### config.mk
export PLATFORM = sky130hd
export DESIGN_NAME = hdac_unlock
export DESIGN_NICKNAME = d
export VERILOG_FILES = /design/src/rtl/hdac_pkg.sv /design/src/rtl/hdac_seq.sv /design/src/rtl/hdac_reg.sv /design/src/rtl/hdac_unlock.sv
export SDC_FILE = /design/constraint.sdc
export NUM_CORES = 1
export LEC_CHECK = 0
export CORE_AREA = 2 2 40 42
export DETAILED_ROUTE_END_ITERATION = 8
export DIE_AREA = 0 0 42 44
export DONT_BUFFER_PORTS = 1
export GPL_ROUTABILITY_DRIVEN = 0
export GPL_TIMING_DRIVEN = 0
export PLACE_DENSITY = 0.65
export SYNTH_ARGS = -nofsm -noshare
export SYNTH_HDL_FRONTEND = slang
export SYNTH_HIERARCHICAL = 1
export SYNTH_SLANG_ARGS = --single-unit
### constraint.sdc
create_clock -name clk_i -period 1.6 [get_ports clk_i]
set_input_delay 0 -clock clk_i [delete_from_list [all_inputs] [get_ports clk_i]]
set_output_delay 0 -clock clk_i [all_outputs]
set_load 0.02 [all_outputs]
### src/rtl/hdac_pkg.sv
package hdac_pkg;
  localparam int unsigned HDAC_DATA_W     = 8;
  localparam int unsigned HDAC_UNLOCK_RDS = 4;

  typedef enum logic [1:0] {
    ACC_NONE  = 2'd0,
    ACC_OTHER = 2'd1,
    ACC_WR    = 2'd2,
    ACC_RD    = 2'd3
  } acc_e;

  // other port > mask write > mask read
  function automatic acc_e acc_decode(input logic other, input logic wr, input logic rd);
    if (other)   return ACC_OTHER;
    else if (wr) return ACC_WR;
    else if (rd) return ACC_RD;
    else         return ACC_NONE;
  endfunction
endpackage

### src/rtl/hdac_seq.sv
module hdac_seq
  import hdac_pkg::*;
#(
  parameter int unsigned UNLOCK_RDS = HDAC_UNLOCK_RDS
) (
  input  logic clk_i,
  input  logic rst_ni,
  input  logic rd_i,
  input  logic wr_i,
  input  logic other_i,
  output logic armed_o
);
  localparam int unsigned HIT_CNT = UNLOCK_RDS + 1;
  localparam int unsigned CNT_W   = $clog2(HIT_CNT + 2);
  localparam logic [CNT_W-1:0] CNT_ARM = CNT_W'(UNLOCK_RDS);
  localparam logic [CNT_W-1:0] CNT_RST = CNT_W'(HIT_CNT);
  localparam logic [CNT_W-1:0] CNT_MAX = '1;

  logic [CNT_W-1:0] cnt_q, cnt_d;
  acc_e acc;

  assign acc     = acc_decode(other_i, wr_i, rd_i);
  assign armed_o = (cnt_q == CNT_ARM);

  always_comb begin
    cnt_d = cnt_q;
    unique case (acc)
      ACC_OTHER, ACC_WR: cnt_d = '0;
      ACC_RD: begin
        if (armed_o)             cnt_d = '0;
        else if (cnt_q != CNT_MAX) cnt_d = cnt_q + 1'b1;
      end
      default: cnt_d = cnt_q;
    endcase
  end

  always_ff @(posedge clk_i or negedge rst_ni) begin
    if (!rst_ni) cnt_q <= CNT_RST;
    else         cnt_q <= cnt_d;
  end

  p_hit_clears_r4: assert property (@(posedge clk_i) disable iff (!rst_ni)
    (rd_i && armed_o) |=> (cnt_q == '0));
  p_wr_clears_r7: assert property (@(posedge clk_i) disable iff (!rst_ni)
    wr_i |=> (cnt_q == '0));
  p_other_clears_r8: assert property (@(posedge clk_i) disable iff (!rst_ni)
    other_i |=> (cnt_q == '0));
  p_no_wrap_r9: assert property (@(posedge clk_i) disable iff (!rst_ni)
    ((cnt_q > CNT_ARM) && !wr_i && !other_i) |=> (cnt_q > CNT_ARM));
endmodule

### src/rtl/hdac_reg.sv
module hdac_reg
  import hdac_pkg::*;
#(
  parameter int unsigned DATA_W = HDAC_DATA_W
) (
  input  logic              clk_i,
  input  logic              rst_ni,
  input  logic              we_i,
  input  logic [DATA_W-1:0] d_i,
  output logic [DATA_W-1:0] q_o
);
  always_ff @(posedge clk_i or negedge rst_ni) begin
    if (!rst_ni)   q_o <= '0;
    else if (we_i) q_o <= d_i;
  end

  p_load_r5: assert property (@(posedge clk_i) disable iff (!rst_ni)
    we_i |=> (q_o == $past(d_i)));
  p_hold_r6: assert property (@(posedge clk_i) disable iff (!rst_ni)
    !we_i |=> $stable(q_o));
endmodule

### src/rtl/hdac_unlock.sv
module hdac_unlock
  import hdac_pkg::*;
#(
  parameter int unsigned DATA_W     = HDAC_DATA_W,
  parameter int unsigned UNLOCK_RDS = HDAC_UNLOCK_RDS
) (
  input  logic              clk_i,
  input  logic              rst_ni,
  input  logic              mask_rd_i,
  input  logic              mask_wr_i,
  input  logic              pal_acc_i,
  input  logic [DATA_W-1:0] wr_data_i,
  output logic [DATA_W-1:0] rd_data_o,
  output logic              hidden_sel_o,
  output logic              mask_wr_o
);
  logic              armed;
  logic              hid_we;
  logic [DATA_W-1:0] hid_q;
  acc_e              acc;

  assign acc = acc_decode(pal_acc_i, mask_wr_i, mask_rd_i);

  hdac_seq #(.UNLOCK_RDS(UNLOCK_RDS)) u_seq (
    .clk_i   (clk_i),
    .rst_ni  (rst_ni),
    .rd_i    (mask_rd_i),
    .wr_i    (mask_wr_i),
    .other_i (pal_acc_i),
    .armed_o (armed)
  );

  assign hid_we       = (acc == ACC_WR) && armed;
  assign mask_wr_o    = (acc == ACC_WR) && !armed;
  assign hidden_sel_o = (acc == ACC_RD) && armed;
  assign rd_data_o    = hidden_sel_o ? hid_q : '1;

  hdac_reg #(.DATA_W(DATA_W)) u_reg (
    .clk_i  (clk_i),
    .rst_ni (rst_ni),
    .we_i   (hid_we),
    .d_i    (wr_data_i),
    .q_o    (hid_q)
  );

  p_excl_r6: assert property (@(posedge clk_i) disable iff (!rst_ni)
    !(mask_wr_o && hidden_sel_o));
endmodule

==> run_results.csv, run 1 <==
group,metric,value,unit
detailed_routing,drc,0,
synthesis,syn_area_per_cell,12.77,um^2
timing,worstMarginPinSlew,0.5204,ns
pwr,finalPower,0.6585,mW
critical_path,cp_max_fo,6,
cts,cts_tree,"built",
critical_path,critPathMaxStageDelay,0.54,ns
critical_path,crit_chain,"inv_2 > ha_4 > nand2_4 > inv_4 > and4bb_2 > buf_12 > nand2b_4",
floorplan,fp.dieArea,1848,um^2
detailed_routing,routedWlPerCell,16.65,um
detailed_routing,drt_iter0_drc,4,
critical_path,arrival,1.64,ns
timing,setup_viol,8,
finish,layout-drive-gt1-share,52.86,%
critical_path,required,1.60,ns
timing,finalMaxSlewViolations,0,
floorplan,die_y,44,um
finish,diodes,0,
run,cap_violations,0,
run_status,violations,"negative setup slack",
timing,worst_slack,-0.04157,ns
critical_path,crit_type,"flop to output port",
synthesis,syn_nets,71,
finish,nets,89,
floorplan,die_w,42,um
synthesis,synth.distinct_cells,21,
timing,max_freq,609.2,MHz
detailed_routing,wirelength,1432,um
run_status,status,"complete, but fails checks",
pwr,powerDensity,704.6,nW/um^2
floorplan,io_pins,23,
floorplan,num_rows,14,
global_routing,antenna_found_initial,0,
timing,skew,0.003551,ns
synthesis,ys_seq_elements,11,
finish,syn_to_final_growth,38.08,%
synthesis,synth_area_leaders,"dfrtp_1 33%, mux2_4 20%, ha_1 9.2%, dfstp_2 7.8%, nand2b_2 5.2%",
cts,root_buffer,"clkbuf_4",
timing,min_period,1.642,ns
critical_path,start_kind,"flop",
min_path,holdCritPathClass,"primary input to output port",
detailed_routing,routed_via_density,5.221,
placed_design,dp_hpwl,792.1,um
global_routing,grt_pass1_wl,2166,um
timing,slew_headroom,65.19,%
critical_path,worstRegToRegCells,6,
synthesis,synth_warnings,6,
floorplan,coreArea,1419,um^2
placed_design,place_ws,-0.06080,ns
detailed_routing,ant_nets,0,
cts,cts_buffers,3,
synthesis,syn_area,676.9,um^2
synthesis,ys_seq_area_share,41.04,%
global_routing,grt_use_total,16.34,%
cts,clock-sinks,11,
pwr,peakVddDrop,0.4060,mV
timing,finalCritPeriodShare,102.6,%
detailed_routing,vias,449,
global_routing,grt_pass1_vias,478,
cts,clock_path_buffers,2,
synthesis,yosysTopAreaCell,"dfrtp_1",
critical_path,slowest_stage,"dfstp_2",
cts,clk_pin_slew,0.07,ns
floorplan,start_util,47.71,%
cts,cts-htree-levels,1,
timing,grt_setup_unrepaired,"yes",
synthesis,yosysTopAreaCellShare,33.27,%
global_routing,grt_overflow_total,0,
synthesis,synth_cells,53,
placed_design,port_buffers,0,
detailed_routing,dr.pass1.iters,4,
cts,clk_latency,0.27,ns
global_routing,grt_max_degree,12,
timing,hold_viol_final,0,
finish,fill_cells,102,
min_path,holdPathStages,1,
critical_path,worst_setup_path_end_kind,"output port",
pwr,leakage,0.4135,nW
==> routing by layer <==
layer / global-route usage (%) / wire length [um] / up-vias
li1: - / - / 212
met1: 18.85 / 601 / 218
met2: 27.19 / 749 / 17
met3: 5.833 / 72 / 2
met4: 7.742 / 8 / 0
met5: 0 / 0 / -
==> synth_stat cells (all sizes together) <==
| library cell | instances |
|---|---|
| nor3b | 1 |
| o22ai | 1 |
| and3b | 1 |
| nand2b | 8 |
| dfrtp | 9 |
| mux2i | 1 |
| inv | 4 |
| mux2 | 9 |
| nand2 | 3 |
| and3 | 1 |
| a32o | 1 |
| nand3 | 1 |
| dfstp | 2 |
| and4bb | 1 |
| a21o | 1 |
| ha | 5 |
| buf | 2 |
| nor2 | 2 |
==> placed cells by master, fill, tap and decap left out, drive strengths merged, types with 2 or more instances in the layout <==
master / instances
inv: 4
clkbuf: 4
dlygate4sd3: 9
dfstp: 2
mux2: 9
nand2: 3
dfrtp: 9
ha: 5
nand2b: 8
nor2: 2
buf: 6
==> flip-flops by register name (all words and copies together) (netlist names) <==
signal       flops
u_seq/cnt_q      3
u_reg/q_o        8
==> power by group <==
group / internal (mW) / switching, mW / total (mW)
sequential: 0.304 / 0.0151 / 0.319
combinational: 0.0937 / 0.0509 / 0.145
clock: 0.0965 / 0.0979 / 0.194
total: 0.495 / 0.164 / 0.659
==> through the flow <==
| stage | std cells | utilization [%] | TNS [ns] | area, um^2 | hold WS, ns |
|---|---|---|---|---|---|
| after floorplan | 53 | - | 0 | 679.4 | -0.2956 |
| after global placement | 69 | 49.29 | -0.4028 | 699.4 | -0.2953 |
| after detailed placement | 69 | 49.29 | -0.4640 | 699.4 | -0.2952 |
| after CTS | 86 | 62.87 | -0.3765 | 892.1 | 0.08567 |
| after global routing | 86 | 65.87 | -0.8820 | 934.6 | 0.05395 |
| final | 86 | 65.87 | -0.2379 | 934.6 | 0.05274 |
==> layout make-up <==
class	count	area, um^2	area share (%)
Timing Repair Buffer	14	131.4	14.06
Tap cell	16	20.02	2.142
Sequential cell	11	277.8	29.72
Inverter	4	17.52	1.874
Buffer	1	20.02	2.142
Multi-Input combinational cell	36	441.7	47.26
Clock buffer	4	26.28	2.811
==> critical path: cells and delay by family (launching register included) <==
family | cells | cell delay [ns]
buffers and inverters | 3 | 0.25
adders and majority gates | 1 | 0.15
DFF | 1 | 0.54
and+or+nand+nor | 3 | 0.42
==> worst paths after layout <==
kind / slack (ns) / end / startpoint
min: 0.05 / mask_wr_o / pal_acc_i
max in group asynchronous: 1.10 / u_seq/cnt_q[0] / rst_ni
max reg2reg: 0.01 / u_reg/q_o[5] / u_seq/cnt_q[0]
min in group asynchronous: 0.14 / u_reg/q_o[4] / rst_ni
min reg2reg: 0.52 / u_reg/q_o[0] / u_reg/q_o[0]
max: -0.04 / rd_data_o[1] / u_seq/cnt_q[0]
==> timing repair <==
item | CTS | global route
hold endpoints to repair | 19 | 0
resized for setup | 14 | 9
hold buffers | 9 | 0
pin swaps | 1 | 2
gates cloned | 1 | 0
endpoints found under the setup margin | 17 | 18
setup buffers | 3 | 1
==> cell families (layout without fill, tap and decap cells) <==
| logic type | after synthesis | in the layout | synth area share, % |
|---|---|---|---|
| simple gates | 18 | 18 | 18.30 |
| flops | 11 | 11 | 41.04 |
| mux | 10 | 10 | 21.44 |
| buf+inv | 6 | 23 | 5.544 |
| fa+ha+maj | 5 | 5 | 9.242 |
| compound gates | 3 | 3 | 4.436 |
No activity file was read; power rests on OpenSTA's default activity.
==> inputs of run 2 (changes only) <==
--- a/config.mk
+++ b/config.mk
@@ -5,9 +5,9 @@
 export SDC_FILE = /design/constraint.sdc
 export NUM_CORES = 1
 export LEC_CHECK = 0
-export CORE_AREA = 2 2 40 42
+export CORE_AREA = 5 5 43 45
 export DETAILED_ROUTE_END_ITERATION = 8
-export DIE_AREA = 0 0 42 44
+export DIE_AREA = 0 0 48 50
 export DONT_BUFFER_PORTS = 1
 export GPL_ROUTABILITY_DRIVEN = 0
 export GPL_TIMING_DRIVEN = 0
==> run_results.csv, run 2 (synthesis gave the netlist of run 1 again) <==
group,metric,value,unit
pwr,pwr-share-clk,28.3,%
timing,tns,-0.1379,ns
finish,seq_area,277.8,um^2
critical_path,arrival,1.63,ns
global_routing,grt_overflow_total,0,
finish,design_area,940.9,um^2
pwr,leakage,0.4152,nW
pwr,seqPwrFrac,49.9,%
detailed_routing,routedWlPerCell,16.01,um
cts,clk_latency,0.26,ns
detailed_routing,ant_nets,0,
pwr,p_comb_share,21.8,%
floorplan,coreArea,1436,um^2
detailed_routing,wirelength,1377,um
critical_path,slowest_stage,"dfstp_2",
pwr,power.internal,0.4911,mW
critical_path,required,1.60,ns
pwr,power.switching,0.1500,mW
finish,final_cell_mix,"9 x dlygate4sd3_1, 9 x mux2_4, 9 x dfrtp_1, 8 x nand2b_4",
run_status,violations,"negative setup slack",
critical_path,start_kind,"flop",
floorplan,die_w,48,um
min_path,holdCritPathClass,"primary input to output port",
global_routing,antenna_found_initial,0,
detailed_routing,routed_via_density,5.267,
timing,setup_viol,8,
critical_path,cp_top_family,"flip-flops",
finish,fin_util,65.51,%
cts,clock-sinks,11,
timing,timing.hold.ws,0.03848,ns
critical_path,cp_max_fo,6,
pwr,finalPower,0.6411,mW
cts,cts_buffers,3,
global_routing,grt_max_degree,12,
critical_path,worstRegToRegCells,6,
floorplan,die_y,50,um
floorplan,start_util,47.13,%
finish,reg_top3,"u_reg/q_o x8, u_seq/cnt_q x3",
detailed_routing,vias,453,
detailed_routing,dr.pass1.iters,3,
global_routing,grt_pass1_wl,2028,um
critical_path,crit_chain,"inv_2 > ha_4 > nand2_4 > inv_4 > and4bb_2 > buf_12 > nand2b_4",
timing,max_freq,613.7,MHz
placed_design,port_buffers,0,
run,cap_violations,0,
critical_path,critPathMaxStageDelay,0.55,ns
finish,stdcell_count,86,
pwr,powerDensity,681.4,nW/um^2
timing,skew,0.002882,ns
finish,multi_input_area,447.9,um^2
critical_path,worst_setup_path_end_kind,"output port",
placed_design,dp_hpwl,925.3,um
floorplan,num_rows,14,
placed_design,dp_cells,69,
floorplan,io_pins,23,
detailed_routing,drt_iter0_drc,1,
cts,cts-htree-levels,1,
placed_design,place_ws,-0.07650,ns
timing,grt_setup_unrepaired,"yes",
cts,cts_tree,"built",
critical_path,path_depth,7,
timing,finalCritPeriodShare,101.8,%
global_routing,grt_use_total,11.86,%
finish,syn_to_final_growth,39.00,%
cts,clock_path_buffers,2,
cts,root_buffer,"clkbuf_4",
timing,hold_viol_final,0,
finish,nets,89,
pwr,peakVddDrop,0.3848,mV
placed_design,post_dp_cell_area,699.4,um^2
run_status,status,"complete, but fails checks",
finish,largest_reg_flops,8,
finish,fill_cells,112,
timing,slew_headroom,66.36,%
timing,min_period,1.630,ns
timing,worst_slack,-0.02956,ns
finish,diodes,0,
timing,finalMaxSlewViolations,0,
global_routing,grt_pass1_vias,461,
floorplan,fp.dieArea,2400,um^2
cts,clk_pin_slew,0.07,ns
finish,layout-drive-gt1-share,52.86,%
critical_path,crit_type,"flop to output port",
detailed_routing,drc,0,
finish,largest_register,"u_reg/q_o",
min_path,holdPathStages,1,
timing,worstMarginPinSlew,0.5030,ns
critical_path,critPathBufInv,3,
pwr,switching_share,23.39,%
run 2: cell counts in the layout (fill, tap and decap cells not counted):
Identical to the previous run, type by type.
run 2: area by class of cell:
| type | count | area share, % |
|---|---|---|
| Clock buffer | 4 | 2.793 |
| Sequential cell | 11 | 29.52 |
| Tap cell | 16 | 2.128 |
| Multi-Input combinational cell | 36 | 47.61 |
| Buffer | 1 | 2.128 |
| Inverter | 4 | 1.862 |
| Timing Repair Buffer | 14 | 13.96 |
run 2: what timing repair did:
| action | 4_1_cts | 5_1_grt |
|---|---|---|
| gates cloned | 1 | 0 |
| gates resized for setup | 12 | 12 |
| buffers inserted | 4 | 0 |
| pin swaps | 3 | 2 |
| hold endpoints to repair | 19 | 0 |
| hold buffers | 9 | 0 |
| endpoints found under the setup margin | 17 | 20 |
run 2: per-layer routing:
metal  wire length, um  vias up  track usage (%)  share of wire (%)
met5                 0        -                0                  0
met4                14        0            4.036                1.0
met3               102        2            4.000                7.4
met2               704       17            18.28                 51
met1               554      215            14.95                 40
li1                  -      219                -                  -
run 2: path summary, 6_finish.rpt:
| check | startpoint | to | slack [ns] |
|---|---|---|---|
| min in group asynchronous | rst_ni | u_seq/cnt_q[1] | 0.14 |
| min reg2reg | u_reg/q_o[2] | u_reg/q_o[2] | 0.51 |
| max | u_seq/cnt_q[0] | rd_data_o[5] | -0.03 |
| max in group asynchronous | rst_ni | u_seq/cnt_q[0] | 1.10 |
| max reg2reg | u_seq/cnt_q[0] | u_reg/q_o[5] | 0.02 |
| min | pal_acc_i | mask_wr_o | 0.04 |
run 2: power groups by stage:
stage	Clock [mW]	Combinational, mW	Sequential, mW
after global placement	0	0.0788	0.321
after global routing	0.207	0.151	0.322
after CTS	0.191	0.125	0.319
after floorplan	0	0.0726	0.318
after detailed placement	0	0.0833	0.323
final	0.182	0.140	0.320
==> inputs of run 3 (changes only) <==
--- a/config.mk
+++ b/config.mk
@@ -5,13 +5,13 @@
 export SDC_FILE = /design/constraint.sdc
 export NUM_CORES = 1
 export LEC_CHECK = 0
-export CORE_AREA = 5 5 43 45
+export ABC_AREA = 1
+export CORE_AREA = 5 5 44 46
 export DETAILED_ROUTE_END_ITERATION = 8
-export DIE_AREA = 0 0 48 50
+export DIE_AREA = 0 0 49 51
 export DONT_BUFFER_PORTS = 1
 export GPL_ROUTABILITY_DRIVEN = 0
-export GPL_TIMING_DRIVEN = 0
-export PLACE_DENSITY = 0.65
+export GPL_TIMING_DRIVEN = 1
 export SYNTH_ARGS = -nofsm -noshare
 export SYNTH_HDL_FRONTEND = slang
 export SYNTH_HIERARCHICAL = 1
==> run_results.csv, run 3 <==
group,metric,value,unit
pwr,p_comb_share,22.1,%
floorplan,num_rows,14,
synthesis,ys_top_cells_by_count,"31 x nand2_1, 15 x inv_1, 12 x nand3_1",
timing,max_freq,665.6,MHz
synthesis,synth_cells,93,
timing,finalMaxSlewViolations,0,
detailed_routing,ant_nets,0,
critical_path,crit_chain,"inv_1 > ha_2 > nand2_2 > inv_2 > inv_2 > buf_4 > nor3_4 > buf_4 > nand2_1 > nand2_1",
global_routing,antenna_found_initial,0,
timing,min_period,1.502,ns
pwr,finalPower,0.6306,mW
finish,largest_register,"u_reg/q_o",
synthesis,synth_top_family_by_area,"simple AND/OR/NAND/NOR gates",
synthesis,synth_compound_area_share,1.073,%
finish,layout-drive-gt1-share,31.30,%
cts,cts_buffers,3,
critical_path,crit_type,"flop to flop",
floorplan,io_pins,23,
synthesis,synth_simple_gate_area_share,39.00,%
timing,finalCritPeriodShare,93.90,%
detailed_routing,drc,0,
pwr,power.switching,0.1731,mW
run,cap_violations,0,
synthesis,yosysTopAreaCell,"dfrtp_1",
floorplan,coreArea,1471,um^2
detailed_routing,dr.pass1.iters,4,
run_status,status,"complete, no violations",
cts,clk_pin_slew,0.07,ns
floorplan,start_util,47.53,%
critical_path,slowest_stage,"dfrtp_1",
timing,hold_viol_final,0,
global_routing,grt_overflow_total,0,
global_routing,grt_pass1_vias,642,
synthesis,yosysMostFrequentCell,"nand2_1",
synthesis,synth_xor_area_share,0,%
pwr,leakage,0.4737,nW
synthesis,synth.distinct_cells,16,
synthesis,synth_mux_area_share,0,%
finish,nets,134,
critical_path,required,1.80,ns
finish,final_cell_mix,"31 x nand2_1, 14 x inv_1, 10 x dlygate4sd3_1, 9 x dfrtp_1, 8 x buf_4",
timing,skew,0.006935,ns
synthesis,yosysTopAreaCellShare,32.20,%
synthesis,syn_area_per_cell,7.521,um^2
pwr,switching_share,27.45,%
finish,largest_reg_flops,8,
timing,slew_headroom,49.59,%
cts,cts-htree-levels,1,
global_routing,grt_max_degree,12,
detailed_routing,routed_via_density,4.924,
pwr,powerDensity,621.5,nW/um^2
cts,clk_latency,0.26,ns
finish,multi_input_area,442.9,um^2
synthesis,syn_nets,111,
floorplan,fp.dieArea,2499,um^2
critical_path,worst_setup_path_end_kind,"flop",
pwr,power.internal,0.4575,mW
floorplan,die_w,49,um
finish,diodes,0,
finish,syn_to_final_growth,45.08,%
synthesis,ys_seq_elements,11,
floorplan,die_y,51,um
finish,reg_top3,"u_reg/q_o x8, u_seq/cnt_q x3",
synthesis,synth_area_leaders,"dfrtp_1 32%, nand2_1 17%, ha_1 8.9%, nand3_1 8.6%, inv_1 8.1%",
cts,cts_tree,"built",
pwr,seqPwrFrac,48.5,%
finish,fill_cells,126,
critical_path,arrival,1.71,ns
timing,tns,0,ns
synthesis,synth_warnings,6,
detailed_routing,drt_iter0_drc,12,
critical_path,critPathMaxStageDelay,0.38,ns
critical_path,start_kind,"flop",
synthesis,synthArstFlopShare,100.0,%
detailed_routing,vias,645,
placed_design,port_buffers,0,
timing,setup_viol,0,
global_routing,grt_use_total,13.74,%
synthesis,synthFlopType,"dfrtp_1",
finish,layout_commonest_cell,"nand2_1",
pwr,peakVddDrop,0.6680,mV
detailed_routing,wirelength,1710,um
cts,clock-sinks,11,
synthesis,synth_edf_count,0,
global_routing,grt_pass1_wl,2711,um
min_path,holdCritPathClass,"primary input to flop",
critical_path,cp_max_fo,5,
synthesis,ys_seq_area_share,39.71,%
synthesis,syn_area,699.4,um^2
detailed_routing,routedWlPerCell,13.05,um
synthesis,synth-adder-area-share,8.945,%
placed_design,dp_hpwl,1103,um
finish,seq_area,277.8,um^2
pwr,pwr-share-clk,29.3,%
timing,worstMarginPinSlew,0.7553,ns
cts,root_buffer,"clkbuf_4",
cts,clock_path_buffers,2,
==> run 3: changes by cell type after synthesis, sizes merged, moves of 2 or more <==
| cell | delta |
|---|---|
| nand2 | +33 |
| mux2 | -9 |
| inv | +14 |
| nor2 | +4 |
| nand3 | +11 |
| nor3 | +2 |
| nand2b | -8 |
==> run 3: power by group through the flow <==
stage	registers, mW	logic (mW)	clock network, mW
2_1_floorplan	0.312	0.0664	0
3_3_place_gp	0.311	0.0962	0
3_5_place_dp	0.311	0.0982	0
4_1_cts	0.306	0.126	0.196
5_1_grt	0.308	0.156	0.217
6_report	0.306	0.140	0.185
==> run 3: per-layer routing <==
metal / global-route usage (%) / part of all wire [%] / wire length (um)
met1: 14.59 / 41 / 702
met2: 23.70 / 49 / 834
met3: 7.267 / 9.2 / 157
met4: 4.036 / 0.82 / 14
met5: 0 / 0 / 0
==> run 3: cells by family (layout without fill, tap and decap cells) <==
group / after synthesis / count (layout)
flip-flops: 11 / 11
buffers and inverters: 19 / 41
AO/OA/AOI/OAI: 1 / 1
adder cells (fa/ha/maj): 5 / 5
AND/OR/NAND/NOR: 57 / 57
==> run 3: area by class of cell <==
cell class / count / share of cell area [%]
tap: 16 / 1.973
timing repair buffer: 19 / 17.76
clock buffer: 4 / 2.589
sequential: 11 / 27.37
inverter: 18 / 6.658
multi-input combinational: 63 / 43.65
==> run 3: through the flow <==
stage / cell area (um^2) / hold WS, ns / cells / util (%) / worst slack, ns
after floorplan: 699.4 / -0.2956 / 93 / - / 0.1858
after global placement: 753.2 / -0.2953 / 114 / 51.19 / -0.2661
after detailed placement: 753.2 / -0.2953 / 114 / 51.19 / -0.3709
after CTS: 899.6 / 0.05911 / 129 / 61.14 / -0.006201
after global routing: 1015 / 0.05858 / 131 / 68.96 / -0.008160
final: 1015 / 0.05512 / 131 / 68.96 / 0.09753
==> run 3: final timing paths <==
path / from / endpoint / slack, ns / cells after the start
max: u_seq/cnt_q[1] / u_reg/q_o[7] / 0.1 / 10
min: mask_wr_i / u_reg/q_o[2] / 0.06 / 4
max reg2reg: u_seq/cnt_q[1] / u_reg/q_o[7] / 0.1 / 10
min in group asynchronous: rst_ni / u_reg/q_o[7] / 0.13 / 1
max in group asynchronous: rst_ni / u_seq/cnt_q[2] / 1.10 / 1
min reg2reg: u_reg/q_o[4] / u_reg/q_o[4] / 0.48 / 2
==> run 3: repair_timing <==
item	4_1_cts	5_1_grt
setup buffers	1	3
hold buffers	10	0
gates cloned	0	0
pin swaps	0	3
endpoints found under the hold margin	19	0
endpoints found under the setup margin	11	17
resized for setup	3	16
==> run 3: worst max-delay path: cells and delay by family, from the launching register on <==
kind | cells | cell delay [ns]
buffers and inverters | 5 | 0.46
flip-flops | 1 | 0.38
AND/OR/NAND/NOR | 4 | 0.42
adder cells (fa/ha/maj) | 1 | 0.16
